--- config.mk ---
export PLATFORM = sky130hd
export DESIGN_NAME = tp_trig_delay
export DESIGN_NICKNAME = d
export VERILOG_FILES = /design/src/rtl/tpd_pkg.sv /design/src/rtl/tpd_field_decode.sv /design/src/rtl/tpd_countdown.sv /design/src/rtl/tp_trig_delay.sv
export SDC_FILE = /design/constraint.sdc
export NUM_CORES = 1
export LEC_CHECK = 0
export CAP_MARGIN = 25
export CORE_UTILIZATION = 55
export DETAILED_ROUTE_END_ITERATION = 12
export DONT_BUFFER_PORTS = 1
export GPL_ROUTABILITY_DRIVEN = 0
export HOLD_SLACK_MARGIN = 0.06
export MAX_ROUTING_LAYER = met4
export PLACE_DENSITY_LB_ADDON = 0.08
export SYNTH_ARGS = -nofsm -noshare
export SYNTH_HDL_FRONTEND = slang
export SYNTH_SLANG_ARGS = --single-unit
--- constraint.sdc ---
create_clock -name clk -period 3.9 [get_ports clk]
set_input_delay 0.585 -clock clk [delete_from_list [all_inputs] [get_ports clk]]
set_output_delay 0.585 -clock clk [all_outputs]
set_load 0.02 [all_outputs]
--- src/rtl/tpd_pkg.sv ---
package tpd_pkg;
  typedef enum logic {
    TPD_IDLE  = 1'b0,
    TPD_ARMED = 1'b1
  } tpd_state_e;
endpackage

--- src/rtl/tpd_field_decode.sv ---
module tpd_field_decode #(
  parameter int CW       = 6,
  parameter int FW       = 3,
  parameter int FINE_MAX = 4,
  parameter int LATENCY  = 133,
  parameter int DW       = 8
) (
  input  logic          cal_en,
  input  logic [CW-1:0] coarse,
  input  logic [FW-1:0] fine,
  output logic [DW-1:0] cycles,
  output logic [FW-1:0] tap
);
  localparam int FINE_CODES = 1 << FW;

  logic [FW-1:0] fine_lim;

  generate
    if (FINE_MAX >= FINE_CODES - 1) begin : g_no_clamp
      assign fine_lim = fine;
    end else begin : g_clamp
      assign fine_lim = (fine > FW'(FINE_MAX)) ? FW'(FINE_MAX) : fine;
    end
  endgenerate

  always_comb begin
    cycles = DW'(LATENCY);
    tap    = '0;
    if (cal_en) begin
      cycles = DW'(LATENCY) + DW'(coarse);
      tap    = fine_lim;
    end
  end
endmodule

--- src/rtl/tpd_countdown.sv ---
module tpd_countdown #(
  parameter int DW    = 8,
  parameter int MAX_D = 196
) (
  input  logic          clk,
  input  logic          rst,
  input  logic          load,
  input  logic [DW-1:0] load_val,
  output logic          expire
);
  logic [DW-1:0] cnt;
  logic          active;

  assign expire = active && (cnt == DW'(1));

  always_ff @(posedge clk) begin
    if (rst) begin
      cnt    <= '0;
      active <= 1'b0;
    end else if (load) begin
      cnt    <= load_val;
      active <= 1'b1;
    end else if (active) begin
      cnt <= cnt - DW'(1);
      if (cnt == DW'(1)) active <= 1'b0;
    end
  end

  AST_CNT_RANGE: assert property (@(posedge clk) disable iff (rst)
    active |-> (cnt != '0) && (cnt <= DW'(MAX_D)));
  AST_CNT_STEP: assert property (@(posedge clk) disable iff (rst)
    active && !expire && !load |=> active && (cnt == $past(cnt) - DW'(1)));
endmodule

--- src/rtl/tp_trig_delay.sv ---
module tp_trig_delay #(
  parameter int LATENCY = 133,
  parameter int CW      = 6,
  parameter int FW      = 3,
  parameter int CLK_NS  = 5,
  parameter int FINE_NS = 1
) (
  input  logic          clk,
  input  logic          rst,
  input  logic          start,
  input  logic          cal_en,
  input  logic [CW-1:0] coarse,
  input  logic [FW-1:0] fine,
  output logic          test_pulse,
  output logic          trigger,
  output logic [FW-1:0] fine_tap,
  output logic          busy
);
  import tpd_pkg::*;

  localparam int FINE_MAX = CLK_NS / FINE_NS - 1;
  localparam int MAX_D    = LATENCY + (1 << CW) - 1;
  localparam int DW       = $clog2(MAX_D + 1);

  tpd_state_e    state;
  logic          accept;
  logic          expire;
  logic [DW-1:0] dec_cycles;
  logic [FW-1:0] dec_tap;

  assign accept = start && (state == TPD_IDLE);
  assign busy   = (state == TPD_ARMED);

  tpd_field_decode #(
    .CW(CW), .FW(FW), .FINE_MAX(FINE_MAX), .LATENCY(LATENCY), .DW(DW)
  ) u_decode (
    .cal_en(cal_en),
    .coarse(coarse),
    .fine  (fine),
    .cycles(dec_cycles),
    .tap   (dec_tap)
  );

  tpd_countdown #(.DW(DW), .MAX_D(MAX_D)) u_count (
    .clk     (clk),
    .rst     (rst),
    .load    (accept),
    .load_val(dec_cycles),
    .expire  (expire)
  );

  always_ff @(posedge clk) begin
    if (rst) begin
      state      <= TPD_IDLE;
      test_pulse <= 1'b0;
      trigger    <= 1'b0;
      fine_tap   <= '0;
    end else begin
      test_pulse <= 1'b0;
      trigger    <= expire;
      if (accept) begin
        state      <= TPD_ARMED;
        test_pulse <= 1'b1;
        fine_tap   <= dec_tap;
      end else if (trigger) begin
        state <= TPD_IDLE;
      end
    end
  end

  AST_TP_SINGLE: assert property (@(posedge clk) disable iff (rst)
    test_pulse |=> !test_pulse);
  AST_TP_FROM_IDLE: assert property (@(posedge clk) disable iff (rst)
    test_pulse |-> !$past(busy));
  AST_BUSY_WITH_TP: assert property (@(posedge clk) disable iff (rst)
    test_pulse |-> busy);
  AST_TRIG_RELEASE: assert property (@(posedge clk) disable iff (rst)
    trigger |=> !busy);
  AST_TRIG_IN_BUSY: assert property (@(posedge clk) disable iff (rst)
    trigger |-> busy && !test_pulse);
  AST_TAP_LIMIT: assert property (@(posedge clk) disable iff (rst)
    fine_tap <= FW'(FINE_MAX));
  AST_TAP_HELD: assert property (@(posedge clk) disable iff (rst)
    busy && !test_pulse |-> $stable(fine_tap));
endmodule

After elaboration in Yosys (flattened, before gate mapping). Index checks and enable logic that the tools add are counted.

Flip-flop bits (word level): 15. Bits of input ports: 13.

Multiplexer cells: 11. Eq/ne operators: 1. Bitwise gates (word level): 1. Reduce and logical (&&, ||, !) cells: 4. Magnitude comparators: 1. Add/sub/neg operators: 2.

Operators with widths (count): $mux W8 (3); $add A8 B6 Y8 const A (1); $eq A8 B1 Y1 const B (1); $sub A8 B1 Y8 const B (1); $mux W1 (6); $mux W3 (2); $reduce_bool A2 Y1 (2); $gt A3 B3 Y1 const B (1); $logic_and A1 B1 Y1 (2); $not A1 Y1 (1).

Depth between registers and ports, before layout. Gate-level depths: netlist of the first run.

Word-level depth: 4. Gate-level depth with buffers: 6.

By module. Synthesis of the first run repeated with hierarchy kept, for this count alone.

Cells, all modules: 106. Area, all modules: 893.4 µm².

By module, submodules not included: tpd_countdown (instances 1, area an instance 518.0 µm², seq. area each 180.2 µm², cells an instance 63); tp_trig_delay (instances 1, area an instance 226.5 µm², seq. area each 120.1 µm², cells an instance 20); tpd_field_decode (instances 1, area an instance 148.9 µm², seq. area each 0.0 µm², cells an instance 23).

Least setup slack after synthesis of the first run. OpenSTA, ideal clock, no wires.

Path type: in2reg. Start point: in cal_en. End point: reg u_count.cnt[5]. Data arrival time: 1405 ps. Data required time: 3842 ps. Library setup time: 58 ps. Slack: 2437 ps. Stages on the path: 4. Path buffers: 1. Cells stage by stage: buf_2 > or4b_4 > o211ai_2 > o211a_1.

Word-level cells in the longest chain between the ends: 2.

Ends and longest elaborated chain: start: declaration (line tp_trig_delay.sv:11) `input logic cal_en,`; $mux W8 (line tpd_field_decode.sv:29) `if (cal_en) begin`; $mux W8 (line tpd_countdown.sv:20) `end else if (load) begin`; end signal: assignment (line tpd_countdown.sv:21) `cnt <= load_val;`; end signal: assignment (line tpd_countdown.sv:24) `cnt <= cnt - DW'(1);`; end: declaration (line tpd_countdown.sv:11) `logic [DW-1:0] cnt;`.

Every way passes these cells. A chain may end at the register's enable or synchronous reset.

Worst setup path in the final report of the first run.
Start point: reg state, in the netlist busy. End point: reg u_count.cnt[2].

Word-level cells in the longest chain between the ends: 3. Elaborated cells on any way between the ends: 4. Those cells by class: 1 x mux; 1 x bitwise; 2 x reduce/logical.

Ends and longest elaborated chain: start: declaration (line tp_trig_delay.sv:25) `tpd_state_e state;`; start signal: assignment (line tp_trig_delay.sv:54) `state <= TPD_IDLE;`; start signal: assignment (line tp_trig_delay.sv:62) `state <= TPD_ARMED;`; start signal: assignment (line tp_trig_delay.sv:66) `state <= TPD_IDLE;`; $not A1 Y1 * (line tp_trig_delay.sv:31) `assign accept = start && (state == TPD_IDLE);`; $logic_and A1 B1 Y1 * (line tp_trig_delay.sv:31); $mux W8 or $reduce_bool A2 Y1 (tied branches).

Mark *: on every way between the ends. The rest lies on a longest branch, timed or not.

==> summary.txt, run 1 <==
Routing
  • Vias per cell: 6.057
  • Drt drc: 0
  • Detailed-route via count: 636
  • Routed length per instance: 14.33 um
  • Pre-Repair DR Iteration Count: 4
  • Total Wirelength: 1505 um
  • DRT iter0 DRCs: 12
  • Antenna-violating nets left: 0

Timing
  • Setup_tns: 0 ns
  • Final Setup Violations: 0
  • Slew @ Worst Pin: 0.7021 ns
  • Min cycle time layout: 1.480 ns
  • Worst Skew: 0.002928 ns
  • Final worst slack: 2.420 ns
  • Fmax: 675.6 MHz
  • Slew HR: 53.10%
  • Number of hold violations in the final report: 0
  • Final period util: 37.95%
  • Final Max Tran Viols: 0
  • RSZ-0062 raised after global routing: no

Power
  • Static Leak: 0.0003175 uW
  • VDD IR max: 0.2516 mV
  • PwrDens: 419.8 mW/mm2

CTS
  • Post-CTS Setup Bufs: 0
  • Max clock buf depth: 2
  • Clk_lat worst skew: 0.29 ns
  • H-tree levels: 1
  • Sink Count: 15
  • CTS Hold Buffers Added: 0
  • Clock root cell: clkbuf_4
  • CTS tree: done
  • Total CTS buffers: 3
  • CTS clock-pin slew for the worst setup and hold paths: 0.09 ns
  • CTS resizes: 0

Placed design
  • Dpl hpwl: 1120 um
  • PortBufs: 0
  • Worst slack at placement: 2.263 ns

Finish
  • Layout cells sized above 1: 11.11%
  • Ant. Diodes: 0
  • Area growth, synth to finish: 2.813%
  • Multi-input logic area: 461.7 um2
  • FF/Latch Area: 300.3 um2
  • Most common cell after layout, fill and taps aside: dfxtp_1
  • Final-layout fill cell count: 122
  • Most frequent cells in the layout: 15 x dfxtp_1, 9 x nor2_1, 8 x nand2_1
  • Nets@finish: 107

Synthesis
  • #FFs+latches synth: 15
  • Post-Syn Instances: 91
  • Top cell type's share of synthesized area: 37.50%
  • Leading register cell type out of synthesis: dfxtp_1
  • Syn_nets: 107
  • Asr flop ratio synth: 0%
  • Seq/Total Area, Yosys: 37.50%
  • Yosys top cell by area: dfxtp_1
  • Post-Syn Area: 800.8 um2
  • Dominant cells by area after synthesis: dfxtp_1 38%, xor2_1 5.5%, ha_1 4.7%
  • Post-Syn Area per Cell: 8.800 um2
  • Post-synth EDFFs: 0
  • Synth Warn #: 0
  • Library cells used by synthesis: 32

Global routing
  • Largest net degree at the start of global routing: 15
  • First-pass GRT wire length: 2449 um
  • Overall routing resource usage: 24.32%
  • Initial antenna violation count: 0
  • Total gr overflow: 0
  • Vias in the first global route: 592

Worst setup path
  • Startpoint types: flip-flop
  • Critical path class: reg -> reg
  • Worst EP arrival: 1.71 ns
  • CP max FO: 11
  • Critical Path End Type: flip-flop
  • Worst path required time: 4.13 ns

Floorplanning
  • Die W: 40.16 um
  • Core Footprint: 0.001334 mm2
  • Die Span Y: 40.16 um
  • Initial Util: 60.04%
  • Number of I/O pins: 19
  • Die area: 0.001612 mm2
  • Row count: 13

Job
  • Number of max-cap violations: 0

Worst hold path
  • Hold WC Path Type: in -> reg

Outcome
  • Status: finished, final reports clean
[layout make-up]
cell class              instances  area share (%)
well taps                      15           2.280
inverters                       4           1.824
flip-flops and latches         15           36.47
clock buffers                   3           2.736
clock inverters                 1          0.6079
multi-input cells              67           56.08
[state kept, by name (all words and copies together), names as in the netlist]
name and flops:
fine_tap 3, u_count.active 1, trigger 1, test_pulse 1
u_count.cnt 8, busy 1
[critical path, cell delays in order (launching register included)]
cell     delay, ns
dfxtp_1       0.40
nor2b_1       0.59
a31oi_1       0.09
a32o_1        0.23
a21oi_1       0.11
[logic make-up after synthesis]
logic type,synth area share [%]
compound gates,16.88
fa+ha+maj,4.688
simple gates,26.25
flops,37.50
xor+xnor,9.843
buf+inv,4.843
[stage by stage]
stage	hold WS, ns	total power [uW]	std cells	utilization, %	cell area [um2]
final	0.3534	345.6	105	61.73	823.3
after global routing	0.3292	366.7	105	61.73	823.3
after CTS	0.3424	349.3	105	61.73	823.3
after detailed placement	0.5451	260.2	101	59.66	795.8
after global placement	0.5379	257.9	101	59.66	795.8
after floorplan	0.5290	250.7	91	-	800.8
[power breakdown]
group | total, uW | internal (uW) | switching (uW)
combinational | 69.6 | 35.6 | 34.0
sequential | 187 | 167 | 20.1
clock | 88.7 | 38.2 | 50.6
total | 346 | 241 | 105
[worst paths after layout]
path,cells past startpoint,slack [ns],endpoint,start
setup / recovery,4,2.42,u_count.cnt[2],busy
hold / removal,1,0.35,u_count.cnt[7],rst
setup reg to reg,4,2.42,u_count.cnt[2],busy
hold reg to reg,2,0.55,fine_tap[2],fine_tap[2]
[per-layer routing]
metal | vias to the layer above | track usage, % | wire length [um]
met3 | 5 | 8.333 | 93
met1 | 298 | 25.08 | 654
met2 | 17 | 41.53 | 731
met4 | 0 | 10.34 | 25
li1 | 316 | - | -
met5 | - | - | 0
[Yosys cell counts (2+ instances only)]
cell / count
dfxtp_1: 15
nor3b_1: 2
nor2_1: 9
nor3_1: 2
nand2b_1: 3
a21oi_1: 7
nand2_1: 8
buf_2: 4
a22oi_1: 2
nand3_1: 5
inv_1: 4
xnor2_1: 4
ha_1: 3
xor2_1: 5
Power figures use the tool's default switching activity.
==> run 2, diff against run 1 <==
- CORE_UTILIZATION: 55 -> 53
- clock period: 3.9 -> 1.3 ns (I/O delays scaled with it)
==> run 2 against run 1 <==
Routed wire length up 12%. Worst hold slack worse by 0.29 ns. Clock skew grew 0.0034 ns. Global-route usage increased by 2.1 points. Flip-flop and latch count unchanged. First-iteration DRC count shrank 25%. Core utilization up 11 points. Final cell count increased by 14%. Sequential share of layout area is 5.2 points lower. Power grew to 3.3 times the previous value. Critical endpoint is now u_count.cnt[5]. Highest routed layer unchanged.
==> summary.txt, run 2 (synthesis gave the netlist of run 1 again) <==
Global routing
  • First-pass GRT wire length: 2697 um (+10%)
  • Total gr overflow: 0 (unchanged)
  • Vias in the first global route: 678 (+15%)
  • Largest net degree at the start of global routing: 14 (-1)
  • Overall routing resource usage: 26.45% (+2.1 points)
  • Initial antenna violation count: 0 (unchanged)

Worst setup path
  • Critical Path End Type: flip-flop
  • CP max FO: 4 (-7)
  • Critical path class: reg -> reg
  • Startpoint types: flip-flop
  • Worst EP arrival: 1.47 ns (-0.24 ns)
  • Worst path required time: 1.49 ns (-2.64 ns)

Timing
  • Worst Skew: 0.006301 ns (+0.003373 ns)
  • Final Max Tran Viols: 0 (unchanged)
  • Final Setup Violations: 0 (unchanged)
  • Fmax: 783.0 MHz (+16%)
  • Min cycle time layout: 1.277 ns (-0.2030 ns)
  • Final period util: 98.24% (+60 points)
  • Slew HR: 68.22% (+15 points)
  • Final hold slack: 0.06245 ns (-0.2909 ns)
  • Slew @ Worst Pin: 0.4752 ns (-0.2269 ns)
  • Number of hold violations in the final report: 0 (unchanged)
  • Setup_tns: 0 ns (unchanged)
  • RSZ-0062 raised after global routing: yes

Finish
  • Max FFs per register: 8 (unchanged)
  • Most frequent cells in the layout: 13 x dfxtp_1, 10 x buf_4, 9 x nor2_1
  • Ant. Diodes: 0 (unchanged)
  • Regs by FF count: u_count.cnt (8), fine_tap (3)
  • Largest Register: u_count.cnt
  • Area growth, synth to finish: 22.81%
  • Nets@finish: 122 (+14%)
  • Most common cell after layout, fill and taps aside: dfxtp_1
  • Layout cells sized above 1: 25.71% (+15 points)

CTS
  • Total CTS buffers: 3 (unchanged)
  • Max clock buf depth: 2 (unchanged)
  • Clock root cell: clkbuf_4
  • Post-CTS Setup Bufs: 0 (unchanged)
  • Sink Count: 15 (unchanged)
  • Clk_lat worst skew: 0.30 ns (about the same)
  • H-tree levels: 1 (unchanged)
  • CTS clock-pin slew for the worst setup and hold paths: 0.10 ns (about the same)
  • CTS tree: done

Floorplanning
  • Core Footprint: 0.001350 mm2 (+1.2%)
  • Number of I/O pins: 19 (unchanged)
  • Die area: 0.001670 mm2 (+3.6%)
  • Die Span Y: 40.87 um (+1.8%)
  • Row count: 13 (unchanged)
  • Initial Util: 59.31% (-0.72 points)
  • Die W: 40.87 um (+1.8%)

Power
  • Static Leak: 0.0003933 uW (+24%)
  • PwrDens: 1164 mW/mm2 (+180%)
  • VDD IR max: 0.8629 mV (+240%)

Routing
  • Routed length per instance: 14.10 um (-1.6%)
  • Pre-Repair DR Iteration Count: 3 (-1)
  • Detailed-route via count: 681 (+7.1%)
  • Vias per cell: 5.675 (-6.3%)
  • DRT iter0 DRCs: 9 (-3)
  • Drt drc: 0 (unchanged)
  • Total Wirelength: 1692 um (+12%)
  • Antenna-violating nets left: 0 (unchanged)

Placed design
  • Dpl hpwl: 1227 um (+9.6%)
  • PortBufs: 0 (unchanged)

Worst hold path
  • Hold WC Path Type: in -> reg

Outcome
  • Status: finished, final reports clean

Job
  • Number of max-cap violations: 0 (unchanged)
## run 2: what timing repair did
item | in CTS | in global routing
gates resized for setup | 2 | 8
endpoints found under the hold margin | 13 | 0
hold buffers | 5 | 0
pin swaps | 0 | 3
setup endpoints to repair | 2 | 4
## run 2: metal layers
layer	global-route usage (%)	share of wire [%]	vias up
met4	15.00	2.4	0
met2	46.88	54	12
met5	-	0	-
li1	-	-	347
met1	26.82	41	317
met3	4.891	2.8	5
## run 2: path summary, 6_finish.rpt
kind	startpoint	to	slack (ns)	depth (start not counted)
setup / recovery	u_count.cnt[0]	u_count.cnt[5]	0.02	4
hold / removal	fine[2]	fine_tap[2]	0.06	2
hold reg to reg	busy	busy	0.52	2
setup reg to reg	u_count.cnt[0]	u_count.cnt[5]	0.02	4
## run 2: cell type report
cell class,count,area (um2)
inverter,4,15.01
timing repair buffer,15,125.1
tap,15,18.77
multi-input combinational,67,489.2
fill,120,366.6
clock buffer,3,22.52
clock inverter,1,5.005
sequential,15,307.8
## run 2: critical path, cell delays in order (launching register included)
cell and delay (ns):
dfxtp_4 0.37, nor4b_4 0.35, nand2_1 0.11, xnor2_1 0.13
o211a_1 0.21
## run 2: through the flow
| step | util (%) | std cells | area, um2 | setup WS [ns] | total power, uW |
|---|---|---|---|---|---|
| after detailed placement | 64.50 | 111 | 870.8 | -0.01386 | 833.2 |
| after CTS | 70.44 | 120 | 950.9 | 0.02273 | 1128 |
| final | 72.85 | 120 | 983.4 | 0.02293 | 1144 |
| after global placement | 64.50 | 111 | 870.8 | 0.02840 | 827.6 |
| after global routing | 72.85 | 120 | 983.4 | -0.03914 | 1203 |
| after floorplan | - | 91 | 800.8 | 0.03544 | 752.2 |
## run 2: where the power goes
group	total (uW)	internal [uW]	switching [uW]
Combinational	318	173	145
Clock	278	115	163
Sequential	548	503	44.7
==> run 3, diff against run 2 <==
- ABC_AREA: default -> 1
- CORE_UTILIZATION: 53 -> 54
==> run 3 against run 2 <==
Final cell count grew 27%. Routed wire length is 0.24% higher. Global-route usage shrank 5.2 points. Clock power is 4% lower.
==> summary.txt, run 3 <==
Routing
  • DRT iter0 DRCs: 23 (+14)
  • Vias per cell: 5.230 (-7.8%)
  • Drt drc: 0 (unchanged)
  • Total Wirelength: 1696 um (+0.24%)
  • Detailed-route via count: 795 (+17%)
  • Antenna-violating nets left: 0 (unchanged)
  • Routed length per instance: 11.16 um (-21%)
  • Pre-Repair DR Iteration Count: 4 (+1)

Worst hold path
  • Min-Delay Path Depth: 3 (+1)
  • Hold Crit Endpoint: u_count.cnt[0]
  • Hold path start: rst
  • Hold WC Path Type: in -> reg

Synthesis
  • Seq/Total Area, Yosys: 32.13% (-5.4 points)
  • Post-synth EDFFs: 0 (unchanged)
  • Post-Syn Instances: 131 (+44%)
  • #FFs+latches synth: 15 (unchanged)
  • Dominant cells by area after synthesis: dfxtp_1 32%, nand2_1 11%, inv_1 7.6%
  • Synth cell count leaders: 28 x nand2_1, 19 x inv_1, 15 x dfxtp_1, 14 x nand3_1, 11 x nor2_1
  • Leading register cell type out of synthesis: dfxtp_1
  • Yosys top cell by area: dfxtp_1
  • Asr flop ratio synth: 0% (unchanged)
  • Most frequent cell after synthesis: nand2_1
  • Library cells used by synthesis: 27 (-16%)
  • Post-Syn Area: 934.6 um2 (+17%)
  • Syn_nets: 147 (+37%)
  • Post-Syn Area per Cell: 7.135 um2 (-19%)
  • Synth Warn #: 0 (unchanged)
  • Top cell type's share of synthesized area: 32.13% (-5.4 points)

Finish
  • Most frequent cells in the layout: 27 x nand2_1, 19 x inv_1, 14 x nand3_1, 14 x dfxtp_1, 11 x nor2_1
  • Nets@finish: 153 (+25%)
  • Regs by FF count: u_count.cnt (8), fine_tap (3)
  • Area growth, synth to finish: 6.961%
  • Most common cell after layout, fill and taps aside: nand2_1
  • Layout cells sized above 1: 22.06% (-3.7 points)
  • Ant. Diodes: 0 (unchanged)
  • Max FFs per register: 8 (unchanged)
  • Post-route cell area: 999.7 um2 (+1.7%)
  • Largest Register: u_count.cnt

Worst setup path
  • Worst EP arrival: 1.43 ns (-0.04 ns)
  • RR Startpoint: u_count.cnt[1]
  • CP max FO: 3 (-1)
  • Startpoint types: flip-flop
  • Critical path class: reg -> reg
  • Reg-to-Reg End: u_count.cnt[2]
  • Worst path required time: 1.53 ns (+0.04 ns)
  • Reg2reg path depth: 6 (+2)
  • R2R Setup Slk: 0.1 ns (+0.08 ns)
  • Critical Path End Type: flip-flop

Power
  • Reg power frac: 45.6% (-2.3 points)
  • Logic pwr share: 33.3% (+5.5 points)
  • Clock power frac: 21.1% (-3.2 points)
  • Static Leak: 0.0004604 uW (+17%)
  • Sw frac: 37.55% (+6.7 points)
  • PwrDens: 1257 mW/mm2 (+8.0%)
  • Sw Pwr: 471.8 uW (+34%)
  • VDD IR max: 0.7183 mV (-17%)
  • Internal Power: 784.6 uW (-0.82%)

Timing
  • RSZ-0062 raised after global routing: no
  • Final Setup Violations: 0 (unchanged)
  • Final worst slack: 0.09814 ns (+0.07521 ns)
  • Fmax: 832.0 MHz (+6.3%)
  • Slew @ Worst Pin: 0.2363 ns (-0.2389 ns)
  • Slew HR: 84.23% (+16 points)
  • Final period util: 92.45% (-5.8 points)
  • Number of hold violations in the final report: 0 (unchanged)
  • Setup_tns: 0 ns (unchanged)
  • Min cycle time layout: 1.202 ns (-0.07521 ns)
  • Final Max Tran Viols: 0 (unchanged)
  • Worst Skew: 0.008771 ns (+0.002470 ns)

CTS
  • Sink Count: 15 (unchanged)
  • Total CTS buffers: 3 (unchanged)
  • Max clock buf depth: 2 (unchanged)
  • Post-CTS Setup Bufs: 0 (unchanged)
  • CTS tree: done
  • CTS clock-pin slew for the worst setup and hold paths: 0.10 ns (about the same)
  • Clock root cell: clkbuf_4
  • Clk_lat worst skew: 0.28 ns (-0.02 ns)
  • H-tree levels: 1 (unchanged)

Global routing
  • Total gr overflow: 0 (unchanged)
  • Largest net degree at the start of global routing: 13 (-1)
  • Vias in the first global route: 734 (+8.3%)
  • Initial antenna violation count: 0 (unchanged)
  • First-pass GRT wire length: 2953 um (+9.5%)
  • Overall routing resource usage: 21.26% (-5.2 points)

Job
  • Number of max-cap violations: 0 (unchanged)

Outcome
  • Status: finished, final reports clean

Floorplanning
  • Die Span Y: 43.61 um (+6.7%)
  • Row count: 14 (+1)
  • Die W: 43.61 um (+6.7%)
  • Number of I/O pins: 19 (unchanged)
  • Die area: 0.001901 mm2 (+14%)
  • Core Footprint: 0.001559 mm2 (+15%)
  • Initial Util: 59.95% (+0.64 points)

Placed design
  • Worst slack at placement: 0.06444 ns (+0.07830 ns)
  • Post-Place Cell Area: 935.9 um2 (+7.5%)
  • PortBufs: 0 (unchanged)
  • Dpl hpwl: 1297 um (+5.7%)
==> run 3: cell count changes in the layout (fill, tap and decap cells not counted), sizes merged, moves of 4 or more <==
cell / change
xnor2: -4
o21ai: +10
nand2: +22
inv: +19
xor2: -5
buf: -9
nor2: +5
nand3: +10
==> run 3: critical path: stages, from the launching register on <==
cell,delay (ns)
dfxtp_1,0.39
inv_1,0.10
ha_4,0.17
or2_0,0.22
nand3_1,0.08
nand2_1,0.07
a21oi_2,0.10
==> run 3: final cells by class <==
| class | instances | area, um2 |
|---|---|---|
| clock buffer | 3 | 22.52 |
| clock inverter | 1 | 5.005 |
| fill | 155 | 559.3 |
| inverter | 23 | 88.84 |
| multi-input combinational | 91 | 534.3 |
| sequential | 15 | 301.5 |
| tap | 16 | 20.02 |
| timing repair buffer | 3 | 27.53 |
==> run 3: worst max path at each step <==
stage | start | end | depth (start not counted)
after global routing | u_count.cnt[0] | u_count.cnt[4] | 8
after global placement | u_count.cnt[0] | u_count.cnt[4] | 8
after floorplan | busy | u_count.cnt[0] | 7
after CTS | u_count.cnt[0] | u_count.cnt[4] | 8
after detailed placement | u_count.cnt[0] | u_count.cnt[4] | 8
final | u_count.cnt[1] | u_count.cnt[2] | 6
==> run 3: through the flow <==
stage                     utilization (%)  hold slack (ns)  std cells  total power (uW)
after floorplan                         -           0.2641        131             923.2
after global placement              60.03           0.2652        146             966.5
after global routing                64.13          0.07891        152              1367
final                               64.13          0.07931        152              1256
after detailed placement            60.03           0.2681        146             972.9
after CTS                           63.08          0.07998        152              1252
==> run 3: repair_timing <==
action | 4_1_cts | 5_1_grt
setup endpoints to repair | 0 | 3
gates resized for setup | 0 | 4
endpoints found under the hold margin | 5 | 0
hold buffers | 2 | 0
==> run 3: kinds of logic (layout without fill, tap and decap cells) <==
kind of cell | count (synthesis) | count (layout) | synth area share (%)
AO/OA/AOI/OAI | 25 | 25 | 19.81
adder cells (fa/ha/maj) | 3 | 3 | 4.016
buffers and inverters | 25 | 30 | 12.32
flip-flops | 15 | 15 | 32.13
AND/OR/NAND/NOR | 63 | 63 | 31.73
==> run 3: layer usage <==
metal  global-route usage [%]  routed length, um
met1                    28.28                863
met3                    3.750                 39
met2                    32.24                783
met4                    7.500                  9
met5                        -                  0
==> run 3: power by group through the flow <==
stage | combinational (uW) | sequential, uW | clock, uW
floorplan | 349 | 574 | 0
global placement | 388 | 578 | 0
detailed placement | 392 | 581 | 0
CTS | 401 | 570 | 281
global route | 488 | 578 | 301
finish | 418 | 572 | 266
